==> config.mk <==
export PLATFORM = sky130hd
export DESIGN_NAME = expg_encoder
export DESIGN_NICKNAME = d
export VERILOG_FILES = /design/src/rtl/expg_encoder.sv
export SDC_FILE = /design/constraint.sdc
export NUM_CORES = 1
export LEC_CHECK = 0
export CAP_MARGIN = 20
export CORE_MARGIN = 1
export CORE_UTILIZATION = 40
export DETAILED_ROUTE_END_ITERATION = 10
export HOLD_SLACK_MARGIN = 0.05
export PLACE_DENSITY_LB_ADDON = 0.1
export SETUP_SLACK_MARGIN = 0.4
export SLEW_MARGIN = 20
export SYNTH_ARGS = -nofsm -noshare
export SYNTH_HDL_FRONTEND = slang
export SYNTH_SLANG_ARGS = --single-unit
==> constraint.sdc <==
create_clock -name clk -period 1.84 [get_ports clk]
set_input_delay 0.46 -clock clk [delete_from_list [all_inputs] [get_ports clk]]
set_output_delay 0.46 -clock clk [all_outputs]
set_load 0.01 [all_outputs]
==> src/rtl/expg_encoder.sv <==
module expg_encoder #(
  parameter int VW = 16,
  parameter int CW = 32,
  parameter int LW = 6
) (
  input  logic          clk,
  input  logic          rst_n,
  input  logic          in_valid,
  output logic          in_ready,
  input  logic [VW-1:0] in_value,
  input  logic          in_signed,
  output logic          out_valid,
  input  logic          out_ready,
  output logic [CW-1:0] out_code,
  output logic [LW-1:0] out_len
);
  localparam int KW = $clog2(VW);
  localparam logic [VW:0] LIMIT = {1'b0, {(VW-1){1'b1}}, 1'b0};

  logic [VW:0]   mapped;
  logic [VW:0]   smag;
  logic [VW-1:0] folded;
  logic [VW-1:0] code_n;
  logic [KW-1:0] msb_k;
  logic          take;

  assign take     = in_valid && in_ready;
  assign in_ready = !out_valid || out_ready;

  always_comb begin
    smag = in_value[VW-1] ? (~{in_value[VW-1], in_value} + 1'b1)
                          : {in_value[VW-1], in_value};
    if (!in_signed)
      mapped = {1'b0, in_value};
    else if (in_value == '0)
      mapped = '0;
    else if (in_value[VW-1])
      mapped = {smag[VW-1:0], 1'b0};
    else
      mapped = {smag[VW-1:0], 1'b0} - 1'b1;
  end

  assign folded = (mapped > LIMIT) ? LIMIT[VW-1:0] : mapped[VW-1:0];
  assign code_n = folded + 1'b1;

  always_comb begin
    msb_k = '0;
    for (int i = 0; i < VW; i++)
      if (code_n[i]) msb_k = KW'(i);
  end

  always_ff @(posedge clk or negedge rst_n) begin
    if (!rst_n) begin
      out_valid <= 1'b0;
      out_code  <= '0;
      out_len   <= '0;
    end else if (take) begin
      out_valid <= 1'b1;
      out_code  <= CW'(code_n);
      out_len   <= LW'({msb_k, 1'b1});
    end else if (out_ready) begin
      out_valid <= 1'b0;
    end
  end

  p_len_odd_r1: assert property (@(posedge clk) disable iff (!rst_n)
    out_valid |-> (out_len[0] && out_len <= LW'(2*VW-1)));

  p_top_bit_r7: assert property (@(posedge clk) disable iff (!rst_n)
    out_valid |-> ((out_code >> out_len[LW-1:1]) == CW'(1)));

  p_accept_r4: assert property (@(posedge clk) disable iff (!rst_n)
    take |=> out_valid);

  p_hold_r5: assert property (@(posedge clk) disable iff (!rst_n)
    (out_valid && !out_ready) |=> (out_valid && $stable(out_code) && $stable(out_len)));

  p_sat_r3: assert property (@(posedge clk) disable iff (!rst_n)
    (take && !in_signed && in_value == '1) |=> (out_code == CW'({VW{1'b1}})));
endmodule

Yosys cells after proc, flatten, opt, wreduce, memory -nomap -nowiden
Index checks and enable logic that the tools add are counted.
{"block": "word_totals", "regBits": 22, "out_inout_bits": 40}
{"block": "op_classes", "add_sub_neg": 3, "magnitude_cmp": 1, "n_mux": 22, "bitwise_logic": 1, "n_reduce_logical": 5}
{"op": "$mux W4", "n": 14}
{"op": "$mux W17", "n": 3}
{"op": "$add A16 B1 Y16 const B", "n": 2}
{"op": "$mux W16", "n": 2}
{"op": "$gt A17 B16 Y1 const B", "n": 1}
{"op": "$sub A17 B1 Y17 const B", "n": 1}
{"op": "$logic_not A16 Y1", "n": 1}
{"op": "$not A16 Y16", "n": 1}
{"op": "$mux W1", "n": 3}
{"op": "$reduce_bool A2 Y1", "n": 1}
{"op": "$logic_and A1 B1 Y1", "n": 1}
{"op": "$logic_not A1 Y1", "n": 1}
{"op": "$logic_or A1 B1 Y1", "n": 1}

Longest topological paths before layout
Gate-level depths: netlist of run 1.
{"block": "logic_depth", "word_depth": 25, "mapped_depth": 22}

Worst setup path after synthesis of run 1
Ideal clock, no wire load.
{"block": "synth_path", "kind": "input-to-reg", "from": "input port in_value[0]", "to": "register out_len[1]", "setup_ps": 77, "t_arrival_ps": 5525, "required_time_ps": 1763, "setup_slack_ps": -3763, "cell_stages": 20, "path_buffers": 1, "path_cell_list": "buf_2 > inv_1 > ha_1 > or4b_1 > o41ai_1 > a221o_1 > nand3_2 > or3_1 > a311o_1 > o41ai_4 > a21oi_1 > ha_1 > and4_1 > a31o_1 > a41oi_2 > and3b_1 > mux2_2 > or3_1 > a221o_1 > a21oi_1"}
{"block": "synth_via", "elab_chain_len": 25, "word_cells_on_any_way": 26, "classes_between": "add/sub: 3; order compare: 1; mux: 20; bitwise: 1; reduce/logical: 1"}
{"element": "start, declared", "line": "10", "rtl": "input logic [VW-1:0] in_value,"}
{"element": "$not A16 Y16", "line": "31", "rtl": "smag = in_value[VW-1] ? (~{in_value[VW-1], in_value} + 1'b1)"}
{"element": "$add A16 B1 Y16", "line": "31"}
{"element": "$mux W16", "line": "31"}
{"element": "$sub A17 B1 Y17", "line": "40", "rtl": "mapped = {smag[VW-1:0], 1'b0} - 1'b1;"}
{"element": "$mux W17", "line": "37", "rtl": "else if (in_value[VW-1])"}
{"element": "$mux W17", "line": "35", "rtl": "else if (in_value == '0)"}
{"element": "$mux W17 (*)", "line": "33", "rtl": "if (!in_signed)"}
{"element": "$gt A17 B16 Y1", "line": "43", "rtl": "assign folded = (mapped > LIMIT) ? LIMIT[VW-1:0] : mapped[VW-1:0];"}
{"element": "$mux W16 (*)", "line": "43"}
{"element": "$add A16 B1 Y16 (*)", "line": "44", "rtl": "assign code_n = folded + 1'b1;"}
{"element": "$mux W1", "line": "49", "rtl": "if (code_n[i]) msb_k = KW'(i);"}
{"element": "$mux W4 (13 in a row)", "line": "49"}
{"element": "$mux W4 (*)", "line": "49"}
{"element": "end signal, assigned", "line": "60", "rtl": "out_len <= LW'({msb_k, 1'b1});"}
{"element": "end, declared", "line": "15", "rtl": "output logic [LW-1:0] out_len"}
Every way passes the cells marked *; elsewhere a longest branch is shown, timed or not.
A chain may end at the register's enable or synchronous reset.

Worst setup path after layout of run 1
{"block": "layout_path", "from": "input port in_value[7]", "to": "register out_len[1]"}
Same word-level chain as after synthesis.

==> impl_metrics.toml, run 1 <==
[synth]
synth-warning-count = 0
ys_ff_latch = 22
synth-edff-count = 0
seq_area_frac_synth_pct = 18.62
async_flop_share_pct = 100.0
ys.flop_type = "dfrtp_1"
avgSynthCellArea_sq_um = 7.447
synthTopCellsByArea = "dfrtp_1 (19%), nor2_1 (4.7%), buf_4 (4.6%)"
syn_area_sq_um = 2957
synth_cell_types = 76
syn_inst = 397
yosysTopAreaCellShare_pct = 18.62
yosysTopAreaCell = "dfrtp_1"

[hold_path]
min_path_type = "flip-flop to flip-flop"

[global_routing]
grt_max_degree = 25
grtUsageTotal_pct = 29.95
grt_antenna_before_repair = 0
gr-total-overflow = 0
grt_pass1_wl_mm = 17.72
grt_pass1_vias = 3584

[setup_path]
cp_max_fo = 2
cp.required_ns = 2.03
worstSetupPathType = "primary input to flip-flop"
start_kind = "primary input"
cp-end-kind = "flip-flop"
cp_data_arrival_time_ns = 4.97

[floorplan]
core_area_sq_um = 6982
boundaryPins = 61
start_util_pct = 42.35
die_x_um = 87.98
die_h_um = 87.98
die_area_sq_um = 7740
num_rows = 30

[job]
maxCapViolCount = 0

[placed_design]
port_buffers = 43
hpwlAfterDp_mm = 8.722
place_area_sq_um = 4476
place.gp.congestion = 0.9851
place_inst = 656

[outcome]
outcome = "complete, but fails checks"
violations = "setup timing"

[detailed_routing]
drt_wl_total_mm = 11.38
vias_per_cell = 5.647
vias = 3857
drt_pass1_iterations = 5
routedWlPerCell_um = 16.66
drc = 0
drtAntennaViolNets = 0
drt_iter0_drc = 269

[layout]
syn_to_final_growth_pct = 67.16
n_antenna_cell = 0
final_cells = 683
final_cell_area_sq_um = 4942
drive_gt1_share_pct = 43.44
fin_nets = 613

[power]
ir_worst_vdd_uv = 435.7
power.internal_w = 0.001329
p_comb_share_pct = 58.6
switching_share_pct = 37.80
pwr-share-seq_pct = 27.5
power.density_nw_per_um2 = 432.4
p_clk_share_pct = 14.0
p_leak_nw = 2.212
p_switching_w = 0.0008076

[sta]
layout_setup_ws_ns = -2.936
timing.final.crit_share_pct = 259.6
slew_violations = 0
hold_viol_final = 0
fmax_mhz = 209.4
setup_violations = 20
fin_worst_skew_ns = 0.001457
fin_crit_ns = 4.776
hold_slack_ns = 0.4826
rsz0062_at_grt = "true"

[clocking]
numCtsBuffers = 3
clk_pin_slew_ns = 0.08
clock_sinks = 22
htree_levels = 1
cts_tree = "done"
cts-root-buf = "clkbuf_8"
clk_latency_ns = 0.26
ctsLongestPathBuffers = 2
hold_buffers = 0
==> final timing paths <==
check	end	slack, ns	cells past startpoint	from
min reg2reg	out_code[0]	0.48	2	out_code[0]
max	out_len[1]	-2.94	18	in_value[7]
min	out_code[0]	0.48	2	out_code[0]
max reg2reg	out_len[1]	0.34	7	out_valid
min in group asynchronous	out_code[13]	0.55	2	rst_n
max in group asynchronous	out_code[3]	1.07	2	rst_n
==> state kept, by name (all words and copies together), names as in the netlist <==
name,count
out_code,16
out_len,5
out_valid,1
==> cell usage in the layout, fill, tap and decap left out, types with 4 or more instances in the layout <==
cell type,netlist,routed
nand4_1,5,5
buf_4,18,159
xnor2_1,12,11
nor4_1,9,7
a21oi_1,17,15
nor2b_1,8,7
nor2_1,37,33
nor3_1,11,9
nand3_1,14,13
inv_1,12,8
conb_1,1,17
and3_1,6,6
nand3b_1,5,5
nand2b_1,7,5
buf_2,4,5
nand2_1,35,34
and2_1,5,5
o21a_1,5,5
or3_4,1,4
clkdlybuf4s50_1,0,7
dfrtp_1,22,22
o21ai_1,1,6
o21ai_0,26,18
buf_6,3,16
dlygate4sd2_1,0,22
xor2_1,8,6
a31oi_1,8,7
==> what timing repair did <==
| item | CTS | global route |
|---|---|---|
| endpoints found under the setup margin | 43 | 22 |
| pin swaps | 32 | 22 |
| setup buffers | 18 | 6 |
| resized for setup | 131 | 18 |
==> power by group through the flow <==
stage | clock network (W) | registers (W) | logic (W)
after detailed placement | 0 | 0.000599 | 0.00115
after global placement | 0 | 0.000596 | 0.00114
after CTS | 0.000302 | 0.000588 | 0.00120
after floorplan | 0 | 0.000629 | 0.000532
final | 0.000298 | 0.000587 | 0.00125
after global routing | 0.000318 | 0.000594 | 0.00135
==> synth_stat cells, drive strengths merged (5+ instances only) <==
cell,instances
a21oi,18
a31oi,8
and2,5
and3,6
buf,27
clkbuf,17
dfrtp,22
inv,12
nand2,35
nand2b,7
nand3,15
nand3b,5
nand4,5
nor2,37
nor2b,8
nor3,13
nor4,10
o21a,5
o21ai,27
or2,5
or3,6
xnor2,12
xor2,9
==> worst max-delay path, stage by stage <==
cell and delay, ns:
buf_8 0.09, or4_4 0.55, o41ai_4 0.36, xor2_2 0.22, nand3_2 0.11, or3_4 0.40, a311o_1 0.36, o41ai_4 0.39
a21oi_2 0.10, ha_4 0.17, and4_1 0.18, a31o_1 0.21, a41oi_4 0.18, and3b_1 0.20, mux2_4 0.26, or3_4 0.32
a221o_1 0.31, a21oi_1 0.12
==> kinds of logic after synthesis <==
| family | after synthesis | synth area share [%] |
|---|---|---|
| buffers and inverters | 56 | 10.33 |
| other | 1 | 0.1268 |
| adders and majority gates | 3 | 1.270 |
| AOI/OAI and AO/OA | 120 | 30.22 |
| muxes | 2 | 0.7194 |
| and+or+nand+nor | 171 | 31.49 |
| xor gates and xnor gates | 22 | 7.237 |
| DFF | 22 | 18.62 |
==> per-stage QoR <==
step	total power, W	setup TNS (ns)	utilization [%]	worst slack, ns
2_1_floorplan	0.001161	-44.52	-	-3.437
3_3_place_gp	0.001732	-53.04	64.10	-3.477
3_5_place_dp	0.001746	-54.47	64.10	-3.572
4_1_cts	0.002085	-40.04	69.32	-2.898
5_1_grt	0.002260	-44.00	70.79	-3.036
6_report	0.002137	-41.90	70.79	-2.936
==> layer usage <==
| layer | routed length, um | global-route usage [%] | share of wire, % | vias to the layer above |
|---|---|---|---|---|
| met5 | 0 | 0 | 0 | - |
| met4 | 160 | 5.216 | 1.4 | 0 |
| met3 | 822 | 5.372 | 7.2 | 21 |
| met2 | 5168 | 48.13 | 45 | 153 |
| met1 | 5226 | 42.23 | 46 | 1844 |
| li1 | - | - | - | 1839 |
==> cell type report <==
type,instances,area (sq um)
clock buffers,3,41.29
fillers,602,2039
inverters,12,50.05
multi-input cells,335,2452
flip-flops and latches,22,550.5
well taps,96,120.1
repair buffers,215,1728
Power figures use the tool's default switching activity.
==> run 2, diff against run 1 <==
- CTS_CLUSTER_SIZE: not set -> 16
==> results of run 2 <==
No change in the layout: final DEF, timing and power equal those of run 1.
==> run 3, diff against run 2 <==
- CORE_MARGIN: 1 -> 4
==> run 3 against run 2 <==
Net effect:
- sequential cell count is the same
- total power grew 14%
- final area grew 15%
- sequential power grew 0.9%
- combinational power grew 19%
- largest power group unchanged
- maximum frequency shrank 4.0%
- die area grew 14%
- hold slack lost 0.023 ns
- non-clock buffer count grew 37
- utilization grew 8.2 points
- the run still ends with setup timing left
==> impl_metrics.toml, run 3 (synthesis gave the netlist of run 1 again) <==
[outcome]
outcome = "complete, but fails checks"
violations = "setup timing"

[global_routing]
grt_util_met3_pct = 4.327
gr-usage-met2_pct = 46.60
busiest_layer = "met2"
gr-total-overflow = 0
gr-usage-met1_pct = 35.72
grt_antenna_before_repair = 0
grtUsageTotal_pct = 26.96
grt_pass1_wl_mm = 19.02
grt_pass1_vias = 3860
grt_max_degree = 25

[sta]
rsz0062_at_grt = "true"
slew_headroom_pct = 56.95
fin_worst_skew_ns = 0.01471
worstMarginPinSlew_ns = 0.6399
slew_violations = 0
layout_setup_ws_ns = -3.138
fin_crit_ns = 4.978
fmax_mhz = 200.9
timing.final.crit_share_pct = 270.5
setup_violations = 20
hold_viol_final = 0

[detailed_routing]
drc = 0
vias_per_cell = 6.087
drt_iter0_drc = 506
drtAntennaViolNets = 0
vias = 4407
drt_wl_total_mm = 15.01
routedWlPerCell_um = 20.73
drt_pass1_iterations = 5

[layout]
regMostFlops = "out_code"
final_util_pct = 79.01
reg.largest.list = "out_code: 16 flops, out_len: 5 flops, out_valid: 1 flops"
largest_reg_flops = 16
layout_common_cells = "buf_4 (146), buf_6 (62), nand2_1 (32)"
drive_gt1_share_pct = 51.20
fin_nets = 650
final_common_cell = "buf_4"
syn_to_final_growth_pct = 92.81
fillerInstances = 474
n_antenna_cell = 0

[floorplan]
boundaryPins = 61
num_rows = 31
start_util_pct = 40.98
core_area_sq_um = 7214
die_h_um = 93.98
die_area_sq_um = 8831
die_x_um = 93.98

[setup_path]
reg2reg_to = "out_len[1]"
reg2reg_from = "out_valid"
cp-end-kind = "flip-flop"
cp-endpoint = "out_len[1]"
worstSetupPathType = "primary input to flip-flop"
cp_data_arrival_time_ns = 5.18
start_kind = "primary input"
cp.required_ns = 2.04
crit_start = "in_value[7]"
r2r_setup_slack_ns = 0.20
r2r_cells = 7
cp_max_fo = 3

[hold_path]
min_from = "out_len[0]"
min_path_type = "flip-flop to flip-flop"

[power]
p_leak_nw = 2.522
power.density_nw_per_um2 = 427.7
ir_worst_vdd_uv = 406.2

[placed_design]
place_ws_ns = -3.611
place.gp.congestion = 0.9165
hpwlAfterDp_mm = 8.483
port_buffers = 43

[clocking]
cts_tree = "done"
numCtsBuffers = 3
htree_levels = 1
cts-root-buf = "clkbuf_8"
hold_buffers = 0
ctsLongestPathBuffers = 2
clock_sinks = 22
clk_latency_ns = 0.27
clk_pin_slew_ns = 0.09

[job]
maxCapViolCount = 0
run 3: per-stage QoR:
stage	power, W	TNS (ns)	hold WS [ns]	instance area, sq um	instances
2_1_floorplan	0.001161	-44.52	0.1644	3090	413
3_3_place_gp	0.001716	-52.62	0.4484	4389	647
3_5_place_dp	0.001730	-54.73	0.4514	4389	647
4_1_cts	0.002182	-43.09	0.4686	5117	706
5_1_grt	0.002549	-47.01	0.5080	5700	724
6_report	0.002438	-46.00	0.4598	5700	724
run 3: where the power goes:
part	switching, W	internal, W
Clock	0.000164	0.000191
Combinational	0.000751	0.000739
Sequential	0.0000408	0.000552
Total	0.000956	0.00148
run 3: final cells by class:
type	instances	area (sq um)	share of cell area, %
clock buffer	4	55.05	0.9658
inverter	12	52.55	0.9219
multi-input combinational	335	2698	47.32
sequential	22	550.5	9.658
tap	99	123.9	2.173
timing repair buffer	252	2221	38.96
run 3: worst min path at each step:
stage                        to  slack [ns]  depth (start not counted)
finish               out_len[0]        0.46                          1
global route        out_code[1]        0.51                          2
floorplan           out_code[0]        0.16                          0
CTS                  out_len[0]        0.47                          1
detailed placement   out_len[0]        0.45                          1
global placement     out_len[0]        0.45                          1
run 3: timing repair:
item | 4_1_cts | 5_1_grt
gates resized for setup | 135 | 112
buffers inserted | 55 | 17
endpoints found under the setup margin | 43 | 23
gates cloned | 0 | 1
pin swaps | 36 | 44
run 3: critical path: stages:
cell	delay, ns
buf_6	0.10
or4_4	0.57
o41ai_4	0.48
xor2_2	0.21
nand3_2	0.10
buf_4	0.15
o21ai_0	0.28
a21oi_2	0.15
o41ai_4	0.40
a21oi_2	0.10
ha_4	0.19
and4_1	0.19
a31o_1	0.22
a41oi_4	0.20
and3b_1	0.21
mux2_4	0.28
or3_1	0.36
a221o_1	0.38
a21oi_1	0.14
run 3: metal layers:
layer / up-vias / part of all wire, %
met2: 342 / 47
li1: 1900 / -
met3: 96 / 9.6
met4: 0 / 5.7
met5: - / 0
met1: 2069 / 37
